## src/rtl/pcfg_pkg.sv

```systemverilog
package pcfg_pkg;
  localparam int NBANKS  = 6;
  localparam int BANK_W  = 3;
  localparam int NIB_W   = 4;

  typedef logic [NIB_W-1:0]  nib_t;
  typedef logic [BANK_W-1:0] bank_sel_t;

  typedef enum logic [1:0] {
    MODE_IN   = 2'd0,
    MODE_BOTH = 2'd1,
    MODE_OUT  = 2'd2,
    MODE_OFF  = 2'd3
  } pad_mode_e;

  typedef struct packed {
    logic       commit;
    bank_sel_t  bank;
    nib_t       data;
  } reg_byte_t;
endpackage

```

## src/rtl/pcfg_pin_xlate.sv

```systemverilog
module pcfg_pin_xlate #(
  parameter int NUM_PINS  = 8,
  parameter int PIN_NUM_W = 6
) (
  input  logic [PIN_NUM_W-1:0] num,
  output logic [PIN_NUM_W-1:0] idx,
  output logic                 valid
);
  localparam logic [PIN_NUM_W-1:0] MAX_NUM = PIN_NUM_W'(NUM_PINS);

  always_comb begin
    valid = (num != '0) && (num <= MAX_NUM);
    idx   = valid ? (num - PIN_NUM_W'(1)) : '0;
  end
endmodule

```

## src/rtl/pcfg_pin_slice.sv

```systemverilog
module pcfg_pin_slice
  import pcfg_pkg::*;
(
  input  logic       clk,
  input  logic       rst_n,
  input  logic       wr_hit,
  input  logic [7:0] wdata,
  output logic [7:0] rd_byte,
  input  logic       pad_in,
  output logic       pad_oe,
  output logic       pad_out,
  output logic       pin_level,
  output logic [2:0] pad_bias,
  output logic [1:0] pad_drive
);
  reg_byte_t wbyte;
  bank_sel_t ptr_q;
  nib_t      bank_q [NBANKS];
  logic      bank_ok;

  assign wbyte   = reg_byte_t'(wdata);
  assign bank_ok = (wbyte.bank < BANK_W'(NBANKS));

  // Storage for each hidden bank.
  for (genvar b = 0; b < NBANKS; b++) begin : g_bank
    always_ff @(posedge clk or negedge rst_n) begin
      if (!rst_n)
        bank_q[b] <= '0;
      else if (wr_hit && wbyte.commit && wbyte.bank == BANK_W'(b))
        bank_q[b] <= wbyte.data;
    end
  end

  // Read pointer: moved only by select writes naming a real bank.
  always_ff @(posedge clk or negedge rst_n) begin
    if (!rst_n)
      ptr_q <= '0;
    else if (wr_hit && !wbyte.commit && bank_ok)
      ptr_q <= wbyte.bank;
  end

  assign rd_byte = {1'b0, ptr_q, bank_q[ptr_q]};

  // Pad control decode.
  pad_mode_e mode;
  logic      od, lvl, dis, inverted, drv_lvl;

  always_comb begin
    mode     = pad_mode_e'(bank_q[1][3:2]);
    od       = bank_q[1][1];
    lvl      = bank_q[1][0];
    dis      = bank_q[3][0];
    inverted = !bank_q[5][3];
    drv_lvl  = lvl ^ inverted;
    pad_out  = drv_lvl;
    pad_oe   = mode[1] && !dis && !(od && drv_lvl);
    pin_level = pad_in ^ inverted;
    pad_bias  = bank_q[2][3:1];
    pad_drive = bank_q[3][3:2];
  end
endmodule

```

## src/rtl/pcfg_bank_ctrl.sv

```systemverilog
module pcfg_bank_ctrl #(
  parameter int              NUM_PINS  = 8,
  parameter int              ADDR_W    = 10,
  parameter logic [ADDR_W-1:0] BASE_ADDR = 10'h150,
  parameter int              PIN_NUM_W = 6
) (
  input  logic                  clk,
  input  logic                  rst_n,
  input  logic [ADDR_W-1:0]     reg_addr,
  input  logic [7:0]            reg_wdata,
  input  logic                  reg_wr,
  input  logic                  reg_rd,
  output logic [7:0]            reg_rdata,
  input  logic [NUM_PINS-1:0]   pad_in,
  output logic [NUM_PINS-1:0]   pad_oe,
  output logic [NUM_PINS-1:0]   pad_out,
  output logic [NUM_PINS-1:0]   pin_level,
  output logic [3*NUM_PINS-1:0] pad_bias,
  output logic [2*NUM_PINS-1:0] pad_drive,
  input  logic [PIN_NUM_W-1:0]  ext_pin_num,
  output logic [PIN_NUM_W-1:0]  ext_idx,
  output logic                  ext_valid
);
  localparam logic [ADDR_W-1:0] PIN_CNT = ADDR_W'(NUM_PINS);

  logic [ADDR_W-1:0] offs;
  logic              in_win;
  logic [7:0]        slice_rd [NUM_PINS];
  logic [7:0]        rd_mux;

  assign offs   = reg_addr - BASE_ADDR;
  assign in_win = (reg_addr >= BASE_ADDR) && (offs < PIN_CNT);

  for (genvar k = 0; k < NUM_PINS; k++) begin : g_pin
    pcfg_pin_slice u_slice (
      .clk       (clk),
      .rst_n     (rst_n),
      .wr_hit    (reg_wr && in_win && offs == ADDR_W'(k)),
      .wdata     (reg_wdata),
      .rd_byte   (slice_rd[k]),
      .pad_in    (pad_in[k]),
      .pad_oe    (pad_oe[k]),
      .pad_out   (pad_out[k]),
      .pin_level (pin_level[k]),
      .pad_bias  (pad_bias[3*k +: 3]),
      .pad_drive (pad_drive[2*k +: 2])
    );
  end

  always_comb begin
    rd_mux = 8'h00;
    for (int k = 0; k < NUM_PINS; k++)
      if (in_win && offs == ADDR_W'(k)) rd_mux = slice_rd[k];
  end

  always_ff @(posedge clk or negedge rst_n) begin
    if (!rst_n)
      reg_rdata <= 8'h00;
    else if (reg_rd)
      reg_rdata <= rd_mux;
  end

  pcfg_pin_xlate #(.NUM_PINS(NUM_PINS), .PIN_NUM_W(PIN_NUM_W)) u_xlate (
    .num   (ext_pin_num),
    .idx   (ext_idx),
    .valid (ext_valid)
  );
endmodule

```

## config.mk

```make
export PLATFORM = sky130hd
export DESIGN_NAME = pcfg_bank_ctrl
export DESIGN_NICKNAME = d
export VERILOG_FILES = /design/src/rtl/pcfg_pkg.sv /design/src/rtl/pcfg_pin_xlate.sv /design/src/rtl/pcfg_pin_slice.sv /design/src/rtl/pcfg_bank_ctrl.sv
export SDC_FILE = /design/constraint.sdc
export NUM_CORES = 1
export LEC_CHECK = 0
export BUFFER_PORTS_ARGS = -buffer_cell sky130_fd_sc_hd__buf_2
export CAP_MARGIN = 10
export CORE_MARGIN = 1.5
export CORE_UTILIZATION = 30
export DETAILED_ROUTE_END_ITERATION = 7
export PLACE_DENSITY = 0.57
export SYNTH_ARGS = -nofsm -noshare
export SYNTH_HDL_FRONTEND = slang
export SYNTH_HIERARCHICAL = 1
export SYNTH_SLANG_ARGS = --single-unit
```

## constraint.sdc

```tcl
create_clock -name clk -period 1.8 [get_ports clk]
set_input_delay 0.18 -clock clk [delete_from_list [all_inputs] [get_ports clk]]
set_output_delay 0.18 -clock clk [all_outputs]
set_load 0.005 [all_outputs]
```

# Word-level counts from Yosys, hierarchy flattened
# Cells that the tools add are included.
[word_totals]
regBits = 224
latchBits = 0
mem_bits_rw = 0
rom_bits = 0
elab_cells = 283
memories = 0
[classes]
n_addsub = 2
n_mul = 0
n_div = 0
n_lt_le_gt_ge = 12
eq_ne = 12
shifts = 0
muxes = 33
bitwise = 24
reduce_logical = 143
[ops]
columns = ["cell", "count"]
rows = [
  ["logical AND 1 bit", 115],
  ["binary-select mux 4 bit (select 3 bit)", 8],
  ["2-to-1 mux 4 bit", 16],
  ["2-to-1 mux 8 bit", 6],
  ["equality test 10 x 3 -> 1 bit, second input constant", 4],
  ["greater-or-equal comparator 4 bit, second input constant", 8],
  ["inverter 3 -> 4 bit", 8],
  ["logical NOT 1 bit", 25],
  ["equality test 10 x 2 -> 1 bit, second input constant", 2],
  ["bitwise XOR 1 bit", 16],
  ["2-to-1 mux 7 bit", 2],
  ["equality test 10 x 1 -> 1 bit, second input constant", 1],
  ["greater-or-equal comparator 10 x 9 -> 1 bit, second input constant", 1],
  ["logical NOT 10 bit", 1],
  ["less-than comparator 10 x 4 -> 1 bit, second input constant", 1],
  ["subtractor 10 x 9 -> 10 bit, second input constant", 1],
  ["equality test 3 x 2 -> 1 bit, second input constant", 2],
  ["equality test 3 bit, second input constant", 2],
  ["less-or-equal comparator 6 x 4 -> 1 bit, second input constant", 1],
  ["2-to-1 mux 6 bit", 1],
  ["nonzero test 6 bit", 1],
  ["subtractor 6 x 1 -> 6 bit, second input constant", 1],
  ["equality test 3 x 1 -> 1 bit, second input constant", 1],
  ["logical NOT 3 bit", 1],
  ["less-than comparator 3 bit, second input constant", 1],
]

# Depth between registers and ports, before layout
[depth]
depth_word = 12
mapped_depth = 9
ltp_nobuf = 8

# Hierarchy
# The synthesis kept the hierarchy.
[by_module_without_submodules]
columns = ["module", "n_inst", "cells_per_inst", "area_per_inst_um2", "seq_area_each_um2"]
rows = [
  ["pcfg_pin_slice", 8, 104, 1357.6, 675.6],
  ["pcfg_bank_ctrl", 1, 138, 1021.0, 200.2],
  ["pcfg_pin_xlate", 1, 19, 140.1, 0.0],
]

# Least setup slack after synthesis
# OpenSTA, ideal clock, no wires.
[synth_timing]
path_kind = "input to register"
from = "input reg_addr[3]"
to = "register g_pin[2].u_slice/bank_q[12] in the netlist's numbering"
setup_ns = 0.125
t_arrival_ns = 2.067
required_ns = 1.675
slack_ns = -0.392
stages = 7
path_cell_list = "or3b_4 -> nor2_1 -> nand2_1 -> nor3_1 -> nand3_1 -> or3_4 -> mux2_4"
[synth_between]
elab_chain_cells = 7
word_cells_on_any_way = 9
classes_between = "add/sub: 1; order compare: 2; eq/ne: 1; reduce/logical: 5"
[synth_rtl]
columns = ["element", "line_no", "rtl"]
rows = [
  ["start: declaration", "pcfg_bank_ctrl.sv:9", "input logic [ADDR_W-1:0] reg_addr,"],
  ["subtractor 10 x 9 -> 10 bit", "pcfg_bank_ctrl.sv:31", "assign offs = reg_addr - BASE_ADDR;"],
  ["less-than comparator 10 x 4 -> 1 bit", "pcfg_bank_ctrl.sv:32", "assign in_win = (reg_addr >= BASE_ADDR) && (offs < PIN_CNT);"],
  ["logical AND 1 bit", "pcfg_bank_ctrl.sv:32", ""],
  ["logical AND 1 bit", "pcfg_bank_ctrl.sv:38", ".wr_hit (reg_wr && in_win && offs == ADDR_W'(k)),"],
  ["logical AND 1 bit (*)", "pcfg_bank_ctrl.sv:38", ""],
  ["logical AND 1 bit (*) (2 in a row)", "pcfg_pin_slice.sv:29", "else if (wr_hit && wbyte.commit && wbyte.bank == BANK_W'(b))"],
  ["end signal: indexed assignment", "pcfg_pin_slice.sv:30", "bank_q[b] <= wbyte.data;"],
  ["end: declaration", "pcfg_pin_slice.sv:18", "nib_t bank_q [NBANKS];"],
]
# Mark *: on every way between the ends. The rest lies on a longest branch, timed or not.
# A chain may end at the register's enable or synchronous reset.

==> flow_metrics.env <==
export IMPL_final_cell_mix="dfrtp_1, mux2_2, buf_4, buf_2, mux2i_1"
export IMPL_p_per_area_nw_per_um2=723
export IMPL_status="finished with violations"
export IMPL_crit_path_start="g_pin[0].u_slice/ptr_q[1]"
export IMPL_violations="negative setup slack"
export IMPL_crit_path_cell_trace="mux2i_2 > o32a_1 > o21ai_1 > mux2i_1 > o21ai_2 > a221oi_2 > o31ai_2"
export IMPL_clock_latency_ps=520
export IMPL_antenna_left=0
export IMPL_avgSynthCellArea_um2=12.2
export IMPL_antenna_cells=0
export IMPL_ys_flop_type="dfrtp_1"
export IMPL_yosysTopAreaCellShare_pct=46.6
export IMPL_clock_path_buffers=3
export IMPL_wire_per_inst_um=18.2
export IMPL_die_w_um=203
export IMPL_antenna_found_initial=1
export IMPL_pre_cts_slack_ps=-509
export IMPL_routed_wl_um=31700
export IMPL_synth_edf_count=0
export IMPL_slew_headroom_pct=65.2
export IMPL_cts_root_buf="clkbuf_16"
export IMPL_rsz0062_at_grt="yes"
export IMPL_synth_fp_nets=1027
export IMPL_fin_ws_ps=-83.8
export IMPL_endpoint="reg_rdata[2]"
export IMPL_syn2layout_area_growth_pct=27.9
export IMPL_leakage_nw=7.08
export IMPL_vias=8536
export IMPL_drv_slew=0
export IMPL_clkTransAtPathRegs_ps=60
export IMPL_drt_first_pass_iters=5
export IMPL_hpwl_um=22200
export IMPL_cp_start_kind="register"
export IMPL_synth_warnings=6
export IMPL_worstPathRequired_ps=2210
export IMPL_crit_reg2reg_launch="g_pin[0].u_slice/ptr_q[1]"
export IMPL_initial_core_util_pct=30.3
export IMPL_drt_initial_drc_count=474
export IMPL_drv_cap=0
export IMPL_worstHoldPathType="in2reg"
export IMPL_synthTopCellsByArea="dfrtp_1, mux2_2, mux2i_1"
export IMPL_slowest_delay_ps=510
export IMPL_synthDistinctLibCells=47
export IMPL_final_common_cell="dfrtp_1"
export IMPL_cts_htree_levels=1
export IMPL_fin_skew_ps=8.30
export IMPL_r2r_setup_slack_ps=-80
export IMPL_clkSinkCount=224
export IMPL_postPlaceCellArea_um2=14300
export IMPL_synth_seq_cells=224
export IMPL_reg2reg_depth=7
export IMPL_io_buffers=114
export IMPL_path_class="reg2reg"
export IMPL_finalSetupViolations=4
export IMPL_place_gp_congestion=0.816
export IMPL_fmax_mhz=531
export IMPL_synth_async_reset_ratio_pct=100
export IMPL_min_period_ps=1880
export IMPL_overflow=0
export IMPL_grt_pass1_wl_um=50400
export IMPL_dieArea_um2=41300
export IMPL_fin_nets=1234
export IMPL_grt_max_degree=63
export IMPL_period_share_pct=105
export IMPL_fin_setup_tns_ps=-257
export IMPL_grt_pass1_vias=8805
export IMPL_fillCellCount=3869
export IMPL_worst_pin_slew_ps=517
export IMPL_rows=73
export IMPL_coreArea_um2=39600
export IMPL_cts_tree="built"
export IMPL_drive_above_1_share_pct=47.6
export IMPL_cp_max_fo=7
export IMPL_power_mw=11.1
export IMPL_yosys_area_top_type="dfrtp_1"
export IMPL_drc_errors=0
export IMPL_fp_dieH_um=203
export IMPL_globalRouteTotalUtil_pct=15.4
export IMPL_hold_viol_final=0
export IMPL_cp_data_arrival_time_ps=2290
export IMPL_slowest_stage="dfrtp_2"
export IMPL_io_pins=115
export IMPL_synth_seq_area_share_pct=46.6
export IMPL_crit_path_end_kind="register"
export IMPL_vias_per_cell=4.91
export IMPL_ir_worst_vdd_uv=569
export IMPL_synth_area_um2=12000
export IMPL_worstReg2RegEnd="reg_rdata[2]"
export IMPL_cts_buffers=25
export IMPL_syn_inst=989
export IMPL_fin_area_um2=15400
export IMPL_finish_utilization_pct=38.8
## cells in the mapped netlist (2+ instances only)
| master | n |
|---|---|
| nor2_1 | 38 |
| and3b_1 | 16 |
| ha_1 | 2 |
| nand3_1 | 22 |
| mux2_4 | 32 |
| nor4_1 | 2 |
| dfrtp_1 | 224 |
| and3_1 | 2 |
| o21ai_0 | 40 |
| mux2i_1 | 105 |
| a22o_2 | 4 |
| buf_4 | 48 |
| o22a_1 | 16 |
| a21oi_1 | 22 |
| a41oi_1 | 5 |
| o32a_1 | 32 |
| conb_1 | 8 |
| inv_1 | 7 |
| nand2_1 | 45 |
| o31ai_1 | 5 |
| xnor2_1 | 17 |
| a221oi_1 | 7 |
| clkbuf_1 | 11 |
| a311oi_1 | 2 |
| o32ai_1 | 2 |
| mux2_2 | 173 |
| or3_4 | 8 |
| nor3_1 | 11 |
| nor3_2 | 8 |
| nand2b_1 | 45 |
| buf_2 | 14 |
## cell type report
cell class	count	area, µm²	share of cell area (%)
flip-flops and latches	224	5620	36.5
inverters	8	30.0	0.195
clock inverters	7	139	0.903
clock buffers	37	731	4.75
multi-input cells	684	6330	41.2
repair buffers	253	1880	12.2
well taps	525	657	4.27
## repair_timing
| action | 4_1_cts | 5_1_grt |
|---|---|---|
| pin swaps | 9 | 11 |
| gates resized for setup | 40 | 22 |
| hold buffers | 1 | 0 |
| setup endpoints to repair | 5 | 27 |
| hold endpoints to repair | 224 | 0 |
| cloned | 0 | 0 |
| setup buffers | 8 | 2 |
## through the flow
step	hold slack, ps	cells
after CTS	24.6	1736
after detailed placement	119	1686
after global placement	118	1686
final	31.3	1738
after floorplan	-116	989
after global routing	66.8	1738
## critical path: cells and delay by family, from the launching register on
kind / cells / cell delay (ps)
AO/OA/AOI/OAI: 5 / 780
flip-flops: 1 / 510
multiplexers: 2 / 470
## cell families after synthesis
group,share of synthesized area (%)
simple gates,9.80
mux,28.9
other cells,0.250
fa+ha+maj,0.208
buf+inv,4.17
compound gates,8.62
xor+xnor,1.37
flops,46.6
## state kept, by name (all words and copies together) (netlist names)
signal / flops
g_pin.u_slice/bank_q: 152
g_pin.u_slice/pad_bias: 24
g_pin.u_slice/pad_drive: 16
g_pin.u_slice/ptr_q: 24
reg_rdata: 8
## where the power goes
part	switching, mW	internal [mW]	total [mW]
sequential	0.0126	5.05	5.06
clock	2.05	3.36	5.42
combinational	0.421	0.227	0.648
total	2.49	8.64	11.1
## worst min-delay path by stage
| stage | depth (start not counted) | to | start | slack [ps] |
|---|---|---|---|---|
| global route | 2 | reg_rdata[0] | reg_rd | 70 |
| global placement | 1 | g_pin[7].u_slice/pad_bias[2] | rst_n | 120 |
| finish | 2 | reg_rdata[0] | reg_rd | 30 |
| CTS | 2 | reg_rdata[0] | reg_rd | 20 |
| detailed placement | 1 | g_pin[7].u_slice/pad_bias[2] | rst_n | 120 |
| floorplan | 0 | g_pin[0].u_slice/bank_q[0] | rst_n | -120 |
## metal layers
metal	wire length [µm]	part of all wire, %	track usage, %
met1	14700	47	21.5
met2	15100	48	25.5
met4	607	1.9	3.12
met5	12	0.038	0
met3	1260	4.0	2.17
No activity file was read; power rests on OpenSTA's default activity.
